==> config.mk <==
export PLATFORM = sky130hd
export DESIGN_NAME = phy_link_seq
export DESIGN_NICKNAME = d
export VERILOG_FILES = /design/src/rtl/phy_seq_pkg.sv /design/src/rtl/phy_seq_dp.sv /design/src/rtl/phy_seq_ctrl.sv /design/src/rtl/phy_link_seq.sv
export SDC_FILE = /design/constraint.sdc
export NUM_CORES = 1
export LEC_CHECK = 0
export BUFFER_PORTS_ARGS = -buffer_cell sky130_fd_sc_hd__buf_2
export CORE_AREA = 2 2 91 93
export DETAILED_ROUTE_END_ITERATION = 10
export DIE_AREA = 0 0 93 95
export HOLD_SLACK_MARGIN = 0.06
export PLACE_DENSITY = 0.83
export SYNTH_ARGS = -nofsm -noshare
export SYNTH_HDL_FRONTEND = slang
export SYNTH_SLANG_ARGS = --single-unit
==> constraint.sdc <==
create_clock -name clk -period 4.1 [get_ports clk]
set_input_delay 0.41 -clock clk [delete_from_list [all_inputs] [get_ports clk]]
set_output_delay 0.41 -clock clk [all_outputs]
set_load 0.05 [all_outputs]
==> src/rtl/phy_seq_pkg.sv <==
package phy_seq_pkg;
  localparam logic [4:0] REG_STATUS = 5'd1;
  localparam logic [4:0] REG_IDHI   = 5'd2;
  localparam logic [4:0] REG_IDLO   = 5'd3;
  localparam int ANEG_BIT = 5;
  localparam int LINK_BIT = 2;
  localparam logic [15:0] EMPTY_REPLY = 16'hFFFF;

  typedef struct packed {
    logic loadScan;
    logic nextAddr;
    logic nextPass;
    logic tickDelay;
    logic capHi;
    logic capLo;
    logic clearPoll;
    logic bumpPoll;
    logic finLink;
    logic finErr;
    logic clearFlags;
  } seq_strobe_t;
endpackage

==> src/rtl/phy_seq_dp.sv <==
module phy_seq_dp
  import phy_seq_pkg::*;
#(
  parameter int MAX_PASSES   = 11,
  parameter int DELAY_CYCLES = 2000000,
  parameter int MAX_POLLS    = 100000
) (
  input  logic        clk,
  input  logic        rstN,
  input  seq_strobe_t stb,
  input  logic [15:0] rdData,
  output logic [4:0]  addr,
  output logic        addrLast,
  output logic        passLast,
  output logic        delayZero,
  output logic        pollLast,
  output logic [31:0] id,
  output logic        idValid,
  output logic        doneFlag,
  output logic        linkFlag,
  output logic        errFlag
);
  localparam int PASS_W = $clog2(MAX_PASSES + 1);
  localparam int DLY_W  = $clog2(DELAY_CYCLES + 1);
  localparam int POLL_W = $clog2(MAX_POLLS + 1);

  logic [PASS_W-1:0] passQ;
  logic [DLY_W-1:0]  delayQ;
  logic [POLL_W-1:0] pollQ;

  always_ff @(posedge clk) begin
    if (!rstN) begin
      addr     <= '0;
      passQ    <= '0;
      delayQ   <= '0;
      pollQ    <= '0;
      id       <= '0;
      idValid  <= 1'b0;
      doneFlag <= 1'b0;
      linkFlag <= 1'b0;
      errFlag  <= 1'b0;
    end else begin
      if (stb.loadScan) begin
        addr    <= '0;
        passQ   <= '0;
        id      <= '0;
        idValid <= 1'b0;
      end
      if (stb.nextAddr) addr <= addr + 5'd1;
      if (stb.nextPass) begin
        addr   <= '0;
        passQ  <= passQ + 1'b1;
        delayQ <= DLY_W'(DELAY_CYCLES - 1);
      end
      if (stb.tickDelay && delayQ != '0) delayQ <= delayQ - 1'b1;
      if (stb.capHi) id[31:16] <= rdData;
      if (stb.capLo) begin
        id[15:0] <= rdData;
        idValid  <= 1'b1;
      end
      if (stb.clearPoll) pollQ <= '0;
      if (stb.bumpPoll) pollQ <= pollQ + 1'b1;
      if (stb.clearFlags) begin
        doneFlag <= 1'b0;
        linkFlag <= 1'b0;
        errFlag  <= 1'b0;
      end
      if (stb.finLink) begin
        doneFlag <= 1'b1;
        linkFlag <= 1'b1;
      end
      if (stb.finErr) begin
        doneFlag <= 1'b1;
        errFlag  <= 1'b1;
      end
    end
  end

  assign addrLast  = (addr == 5'd31);
  assign passLast  = (passQ == PASS_W'(MAX_PASSES - 1));
  assign delayZero = (delayQ == '0);
  assign pollLast  = (pollQ == POLL_W'(MAX_POLLS - 1));


  pass_bound_chk: assert property (@(posedge clk) disable iff (!rstN)
    passQ <= PASS_W'(MAX_PASSES - 1));


  id_upper_chk: assert property (@(posedge clk) disable iff (!rstN)
    idValid |-> id[31:16] != EMPTY_REPLY);


  link_err_excl_chk: assert property (@(posedge clk) disable iff (!rstN)
    !(linkFlag && errFlag));


  flags_clear_chk: assert property (@(posedge clk) disable iff (!rstN)
    stb.clearFlags |=> !doneFlag && !linkFlag && !errFlag);
endmodule

==> src/rtl/phy_seq_ctrl.sv <==
module phy_seq_ctrl
  import phy_seq_pkg::*;
(
  input  logic        clk,
  input  logic        rstN,
  input  logic        start,
  input  logic        mdioAck,
  input  logic [15:0] mdioRdData,
  input  logic        addrLast,
  input  logic        passLast,
  input  logic        delayZero,
  input  logic        pollLast,
  input  logic        idValid,
  output logic        mdioReq,
  output logic [4:0]  mdioReg,
  output seq_strobe_t stb
);
  typedef enum logic [2:0] {S_IDLE, S_PROBE, S_IDLO, S_PAUSE, S_POLL, S_FIN} seq_state_t;
  seq_state_t state, nextState;

  logic linkReady;
  assign linkReady = mdioRdData[ANEG_BIT] && mdioRdData[LINK_BIT];

  always_comb begin
    nextState = state;
    stb       = '0;
    mdioReq   = 1'b0;
    mdioReg   = REG_STATUS;
    unique case (state)
      S_IDLE, S_FIN: begin
        if (start) begin
          stb.clearFlags = 1'b1;
          if (idValid) begin
            stb.clearPoll = 1'b1;
            nextState     = S_POLL;
          end else begin
            stb.loadScan = 1'b1;
            nextState    = S_PROBE;
          end
        end
      end
      S_PROBE: begin
        mdioReq = 1'b1;
        mdioReg = REG_IDHI;
        if (mdioAck) begin
          if (mdioRdData != EMPTY_REPLY) begin
            stb.capHi = 1'b1;
            nextState = S_IDLO;
          end else if (!addrLast) begin
            stb.nextAddr = 1'b1;
          end else if (passLast) begin
            stb.finErr = 1'b1;
            nextState  = S_FIN;
          end else begin
            stb.nextPass = 1'b1;
            nextState    = S_PAUSE;
          end
        end
      end
      S_IDLO: begin
        mdioReq = 1'b1;
        mdioReg = REG_IDLO;
        if (mdioAck) begin
          stb.capLo     = 1'b1;
          stb.clearPoll = 1'b1;
          nextState     = S_POLL;
        end
      end
      S_PAUSE: begin
        stb.tickDelay = 1'b1;
        if (delayZero) nextState = S_PROBE;
      end
      S_POLL: begin
        mdioReq = 1'b1;
        mdioReg = REG_STATUS;
        if (mdioAck) begin
          if (linkReady) begin
            stb.finLink = 1'b1;
            nextState   = S_FIN;
          end else if (pollLast) begin
            stb.finErr = 1'b1;
            nextState  = S_FIN;
          end else begin
            stb.bumpPoll = 1'b1;
          end
        end
      end
      default: nextState = S_IDLE;
    endcase
  end

  always_ff @(posedge clk) begin
    if (!rstN) state <= S_IDLE;
    else       state <= nextState;
  end


  req_hold_chk: assert property (@(posedge clk) disable iff (!rstN)
    (mdioReq && !mdioAck) |=> mdioReq && $stable(mdioReg));


  start_busy_chk: assert property (@(posedge clk) disable iff (!rstN)
    (start && state != S_IDLE && state != S_FIN) |-> !stb.clearFlags);
endmodule

==> src/rtl/phy_link_seq.sv <==
module phy_link_seq
  import phy_seq_pkg::*;
#(
  parameter int MAX_PASSES   = 11,
  parameter int DELAY_CYCLES = 2000000,
  parameter int MAX_POLLS    = 100000
) (
  input  logic        clk,
  input  logic        rstN,
  input  logic        start,
  output logic        mdioReq,
  output logic [4:0]  mdioPhy,
  output logic [4:0]  mdioReg,
  output logic        mdioRead,
  input  logic        mdioAck,
  input  logic [15:0] mdioRdData,
  output logic [4:0]  phyAddr,
  output logic [31:0] phyId,
  output logic        addrValid,
  output logic        done,
  output logic        linkUp,
  output logic        error
);
  seq_strobe_t stb;
  logic addrLast, passLast, delayZero, pollLast;

  phy_seq_ctrl u_ctrl (
    .clk(clk), .rstN(rstN), .start(start),
    .mdioAck(mdioAck), .mdioRdData(mdioRdData),
    .addrLast(addrLast), .passLast(passLast), .delayZero(delayZero),
    .pollLast(pollLast), .idValid(addrValid),
    .mdioReq(mdioReq), .mdioReg(mdioReg), .stb(stb)
  );

  phy_seq_dp #(
    .MAX_PASSES(MAX_PASSES), .DELAY_CYCLES(DELAY_CYCLES), .MAX_POLLS(MAX_POLLS)
  ) u_dp (
    .clk(clk), .rstN(rstN), .stb(stb), .rdData(mdioRdData),
    .addr(phyAddr), .addrLast(addrLast), .passLast(passLast),
    .delayZero(delayZero), .pollLast(pollLast), .id(phyId),
    .idValid(addrValid), .doneFlag(done), .linkFlag(linkUp), .errFlag(error)
  );

  assign mdioPhy  = phyAddr;
  assign mdioRead = 1'b1;


  phy_hold_chk: assert property (@(posedge clk) disable iff (!rstN)
    (mdioReq && !mdioAck) |=> $stable(mdioPhy));


  valid_keep_chk: assert property (@(posedge clk) disable iff (!rstN)
    (addrValid && mdioReq && mdioReg == REG_STATUS) |=> addrValid);
endmodule

### Yosys cells after proc, flatten, opt, wreduce, memory -nomap -nowiden

Cells that the tools add are included.

| storage, ports and cells | value |
|---|---|
| register bits | 86 |
| latch bits | 0 |
| bits in writable memories | 0 |
| memory bits (read-only) | 0 |
| input port bits | 20 |
| output and inout bits | 53 |
| logic and storage cells | 113 |
| memories kept | 0 |

| cells by class | value |
|---|---|
| add/subtract/negate cells | 4 |
| multipliers | 0 |
| div/mod/pow operators | 0 |
| $lt $le $gt $ge | 0 |
| equal/unequal tests | 16 |
| shifts and indexed selects | 0 |
| mux-type cells | 63 |
| bitwise operators | 1 |
| reduce and logical (&&, ||, !) cells | 18 |

Operators with widths:

| kind | number |
|---|---|
| $mux W21 | 2 |
| $mux W3 | 12 |
| $mux W17 | 2 |
| $mux W16 | 2 |
| $mux W32 | 1 |
| $mux W1 | 31 |
| $logic_not A21 Y1 | 1 |
| $reduce_bool A21 Y1 | 1 |
| $sub A21 B1 Y21 const B | 1 |
| $add A17 B1 Y17 const B | 1 |
| $eq A17 B17 Y1 const B | 1 |
| $ne A16 B16 Y1 const B | 1 |
| $reduce_bool A2 Y1 | 8 |
| $pmux W3 S5 | 1 |
| $mux W2 | 5 |
| $mux W5 | 2 |
| $ne A2 B2 Y1 const B | 5 |
| $mux W4 | 2 |
| $reduce_and A7 Y1 | 1 |
| $eq A3 B2 Y1 const B | 2 |
| $eq A3 B3 Y1 const B | 2 |
| $add A5 B1 Y5 const B | 1 |
| $eq A5 B5 Y1 const B | 1 |
| $add A4 B1 Y4 const B | 1 |
| other kinds (12) | 15 |

### Logic depth before layout (Yosys ltp)

| logic depth | value |
|---|---|
| depth after elaboration | 8 |
| gate-level depth with buffers | 9 |

### Hierarchy

From an unflattened synthesis, not the netlist that was laid out.

| second synthesis, totals | value |
|---|---|
| cell total of the unflattened synthesis | 532 |
| area total of the unflattened synthesis | 4431.8 um2 |

Modules (own cells, without submodules):

| module | times used | cells an instance | area an instance (um2) |
|---|---|---|---|
| phy_seq_dp | 1 | 460 | 3907.5 |
| phy_seq_ctrl | 1 | 65 | 475.5 |
| phy_link_seq | 1 | 7 | 48.8 |

### Least setup slack after synthesis

No wires, ideal clock.

| timing | value |
|---|---|
| path kind | flip-flop to flip-flop |
| start | register u_dp.addr[0] |
| end | register u_dp.delayQ[11] |
| library setup time | 0.135 ns |
| arrival | 2.153 ns |
| setup slack | 1.812 ns |
| cell stages (with the launch flop) | 9 |
| buffers on the path | 1 |
| cells stage by stage | dfxtp_1 > ha_1 > and3_1 > ha_1 > nand2_1 > or3_4 > clkbuf_1 > o2111ai_1 > o41ai_1 |

| between the ends | value |
|---|---|
| longest elaborated chain between the ends | 6 |

RTL lines:

| element | RTL line | RTL |
|---|---|---|
| from (decl) | phy_seq_dp.sv:12 | `output logic [4:0] addr,` |
| from (signal assigned) | phy_seq_dp.sv:49 | `if (stb.nextAddr) addr <= addr + 5'd1;` |
| $eq A5 B5 Y1 | phy_seq_dp.sv:79 | `assign addrLast = (addr == 5'd31);` |
| $mux W1 | phy_seq_ctrl.sv:49 | `end else if (!addrLast) begin` |
| $mux W2 | phy_seq_ctrl.sv:46 | `if (mdioRdData != EMPTY_REPLY) begin` |
| $mux W2 | phy_seq_ctrl.sv:45 | `if (mdioAck) begin` |
| $mux W2 | phy_seq_ctrl.sv:29 | `unique case (state)` |
| $reduce_bool A2 Y1 (no source line) | - |  |
| to (signal assigned) | phy_seq_dp.sv:53 | `delayQ <= DLY_W'(DELAY_CYCLES - 1);` |
| to (signal assigned) | phy_seq_dp.sv:55 | `if (stb.tickDelay && delayQ != '0) delayQ <= delayQ - 1'b1;` |
| to (decl) | phy_seq_dp.sv:28 | `logic [DLY_W-1:0] delayQ;` |

No other way between the ends.
A chain may end at the register's enable or synchronous reset.

### Final worst setup path

| timing | value |
|---|---|
| start | register u_dp.delayQ[2] |
| end | register u_ctrl.state[2] |

| between the ends | value |
|---|---|
| longest elaborated chain between the ends | 3 |

RTL lines:

| element | RTL line | RTL |
|---|---|---|
| $logic_not A21 Y1 | phy_seq_dp.sv:81 | `assign delayZero = (delayQ == '0);` |
| $ne A2 B2 Y1 (no source line) | - |  |
| $reduce_and A7 Y1 (no source line) | - |  |
| to (signal assigned) | phy_seq_ctrl.sv:94 | `else state <= nextState;` |
| to (decl) | phy_seq_ctrl.sv:19 | `seq_state_t state, nextState;` |

No other way between the ends.

==> run metrics <==
Tot GR Track Use=about a quarter; Worst Hold Launch=mdioRdData[15]; Die Width=93 um; Synth top area share=40.4%; Post-CTS Setup Bufs=0; Worst EP required=between 4 and 5 ns; CTS Buf Count=9; Worst Hold End=u_dp.id[31]$_SDFFE_PN0P_; Final Skew=0.0109 ns; RSZ-0062 raised after global routing=false; ANT nets after route=0; setup TNS=0 ns; Area growth syn-to-layout=12.5%; reg2reg end=u_ctrl.state[2]$_SDFFE_PN0P_; P per Cell Area=467 nW/um2; Final Setup Violations=0; CTS Root Cell=clkbuf_8; Skew-Pair Late Insertion Delay=0.36 ns; Initial Utilization=between 50% and 60%; CTS tree=built; Layout Cell Area excl Fill=4790 um2; Final Hold Fails=0; Crit. End Element=register; Port-buffer cells=68; Period minus WS final=2.64 ns; Reg-to-Reg Start=u_dp.delayQ[2]$_SDFFE_PN0P_; Mapped Cells=524; Data arrival, critical path=2.92 ns; crit path kind=reg2reg; top-count cell post-synth=dfxtp_1; largest net degree at the start of global routing=61; CTS sink cnt=86; CP startpoint kind=register; H-tree Lvls=3; final WL=between 10000 and 15000 um; f_max=roughly 380 MHz; Die Ht=approximately 95 um; proportion of layout cells with a drive suffix above 1=17.0%; R2R setup slack=approximately 1.5 ns; Max Cap Viol=0; Overflow after GRT=0; Main synth FF type=dfxtp_1; top cells by area, synth=dfxtp_1, a21oi_1, nand2_1; vias in the first global route=3638; Via density=roughly 6.0; dpl hpwl=6990 um; routability cong.=0.870; hold_buf cts=0; Register Area=1720 um2; commonest cells in the netlist=dfxtp_1, nand2_1, a21oi_1; Tcrit/Tclk final=between 60% and 70%; netlist area before placement=approximately 4300 um2; via count=4078; leakage=1.89 nW; initial antenna violation count=0; Site Rows=33; # IOs=73; actual slew at the worst max-slew pin=approximately 1.1 ns; initial DRC count=331; number of nets in the layout=594; Pre-antenna DRT Iters=5; Slew Limit Fails=0; CTS-repair resized insts=0; DRC Markers=0; status=finished clean; first-pass GRT wire length=17000 um; Hold Path Stages=3; EDFF count, synth=0; worst hold path type=in2reg; CORE AREA=slightly below 8000 um2; Synth cell types=57; slew margin rel.=28.9%; CTS Buffer Depth=2; n_diodes=0; sequential share of the synthesized area=40.4%; DP Area=4570 um2; VDD IR max=0.363 mV; Die ar.=8840 um2; number of fillers in the final layout=711; fraction of registers with async set/reset=0%; Synth Register Bits=86; area of the multi-input gates=2310 um2; syn_area_per_cell=8.13 um2; Register-to-Register Path Depth=5; YS warnings=0; mean routed wirelength per cell=15.3 um; crit-path max FO=20; largest area contributor in the netlist=dfxtp_1; clock transition at the registers of the reported paths=about 0.090 ns
## worst max path at each step
| stage | from | to | slack (ns) | depth (start not counted) |
|---|---|---|---|---|
| 6_report | u_dp.delayQ[2]$_SDFFE_PN0P_ | u_ctrl.state[2]$_SDFFE_PN0P_ | 1.46 | 5 |
| 5_1_grt | u_dp.delayQ[2]$_SDFFE_PN0P_ | u_ctrl.state[2]$_SDFFE_PN0P_ | 1.19 | 5 |
| 4_1_cts | u_dp.delayQ[2]$_SDFFE_PN0P_ | u_ctrl.state[2]$_SDFFE_PN0P_ | 1.50 | 5 |
| 3_5_place_dp | u_dp.delayQ[2]$_SDFFE_PN0P_ | u_ctrl.state[2]$_SDFFE_PN0P_ | 1.54 | 5 |
| 3_3_place_gp | u_dp.delayQ[2]$_SDFFE_PN0P_ | u_ctrl.state[2]$_SDFFE_PN0P_ | 1.60 | 5 |
| 2_1_floorplan | u_dp.addr[0]$_SDFFE_PP0P_ | u_dp.delayQ[11]$_SDFFE_PN0P_ | 1.81 | 8 |
## power breakdown
part | leakage (nW) | internal [W] | total (W) | switching, W
combinational | 1.08 | 0.000159 | 0.000640 | 0.000481
sequential | 0.694 | 0.000877 | 0.000937 | 0.0000602
clock | 0.114 | 0.000345 | 0.000661 | 0.000316
## cell usage in the layout (no fill, tap or decap), drive strengths merged, types with 5 or more instances in the layout
master  count
and2        5
nand2b      9
inv        13
a31oi       7
nand3      52
or4         9
o21ai       9
xnor2       6
o21a        5
or3         5
a21oi      53
buf        71
nand4      13
nor3       19
dfxtp      86
nand2      70
mux2i      11
ha          7
o211ai     10
nor2       20
nor4       10
clkbuf      9
and3        8
## sequential cells by signal, indices dropped and copies added (netlist names), 3 cells and up
register      count
u_dp.id          32
u_dp.delayQ      21
u_dp.pollQ       17
u_dp.addr         5
u_dp.passQ        4
u_ctrl.state      3
## per-stage QoR
step | hold WS (ns) | instances | util [%] | setup WS [ns] | power (W)
2_1_floorplan | 0.439 | 526 | - | 1.81 | 0.00144
3_3_place_gp | 0.443 | 661 | 57.7 | 1.60 | 0.00157
3_5_place_dp | 0.454 | 661 | 57.7 | 1.54 | 0.00159
4_1_cts | 0.297 | 677 | 60.4 | 1.50 | 0.00224
5_1_grt | 0.300 | 677 | 60.4 | 1.19 | 0.00234
6_report | 0.301 | 677 | 60.4 | 1.46 | 0.00224
## layer usage
metal	part of all wire, %	up-vias	GRT usage, %
li1	-	1997	-
met4	1.7	0	9.68
met2	48	146	37.5
met1	45	1916	31.6
met3	5.1	19	4.23
met5	0	-	0
## area by class of cell
type	count	share of cell area [%]
Inverter	12	0.940
Clock inverter	7	2.01
Clock buffer	9	2.59
Timing Repair Buffer	71	7.57
Sequential cell	86	35.9
Multi-Input combinational cell	387	48.2
Tap cell	105	2.74
## kinds of logic after synthesis
group,synth area share (%)
flip-flops,40.4
AND/OR/NAND/NOR,30.2
XOR/XNOR,1.65
other,0.176
multiplexers,3.11
buffers and inverters,5.64
adder cells (fa/ha/maj),2.06
AO/OA/AOI/OAI,16.7
## critical path: stages, from the launching register on
cell	delay [ns]
dfxtp_1	0.38
nor4_2	0.46
nand3b_1	0.44
o21a_1	0.55
or4_1	0.61
a21oi_1	0.13
(Power assumes the default switching activity.)
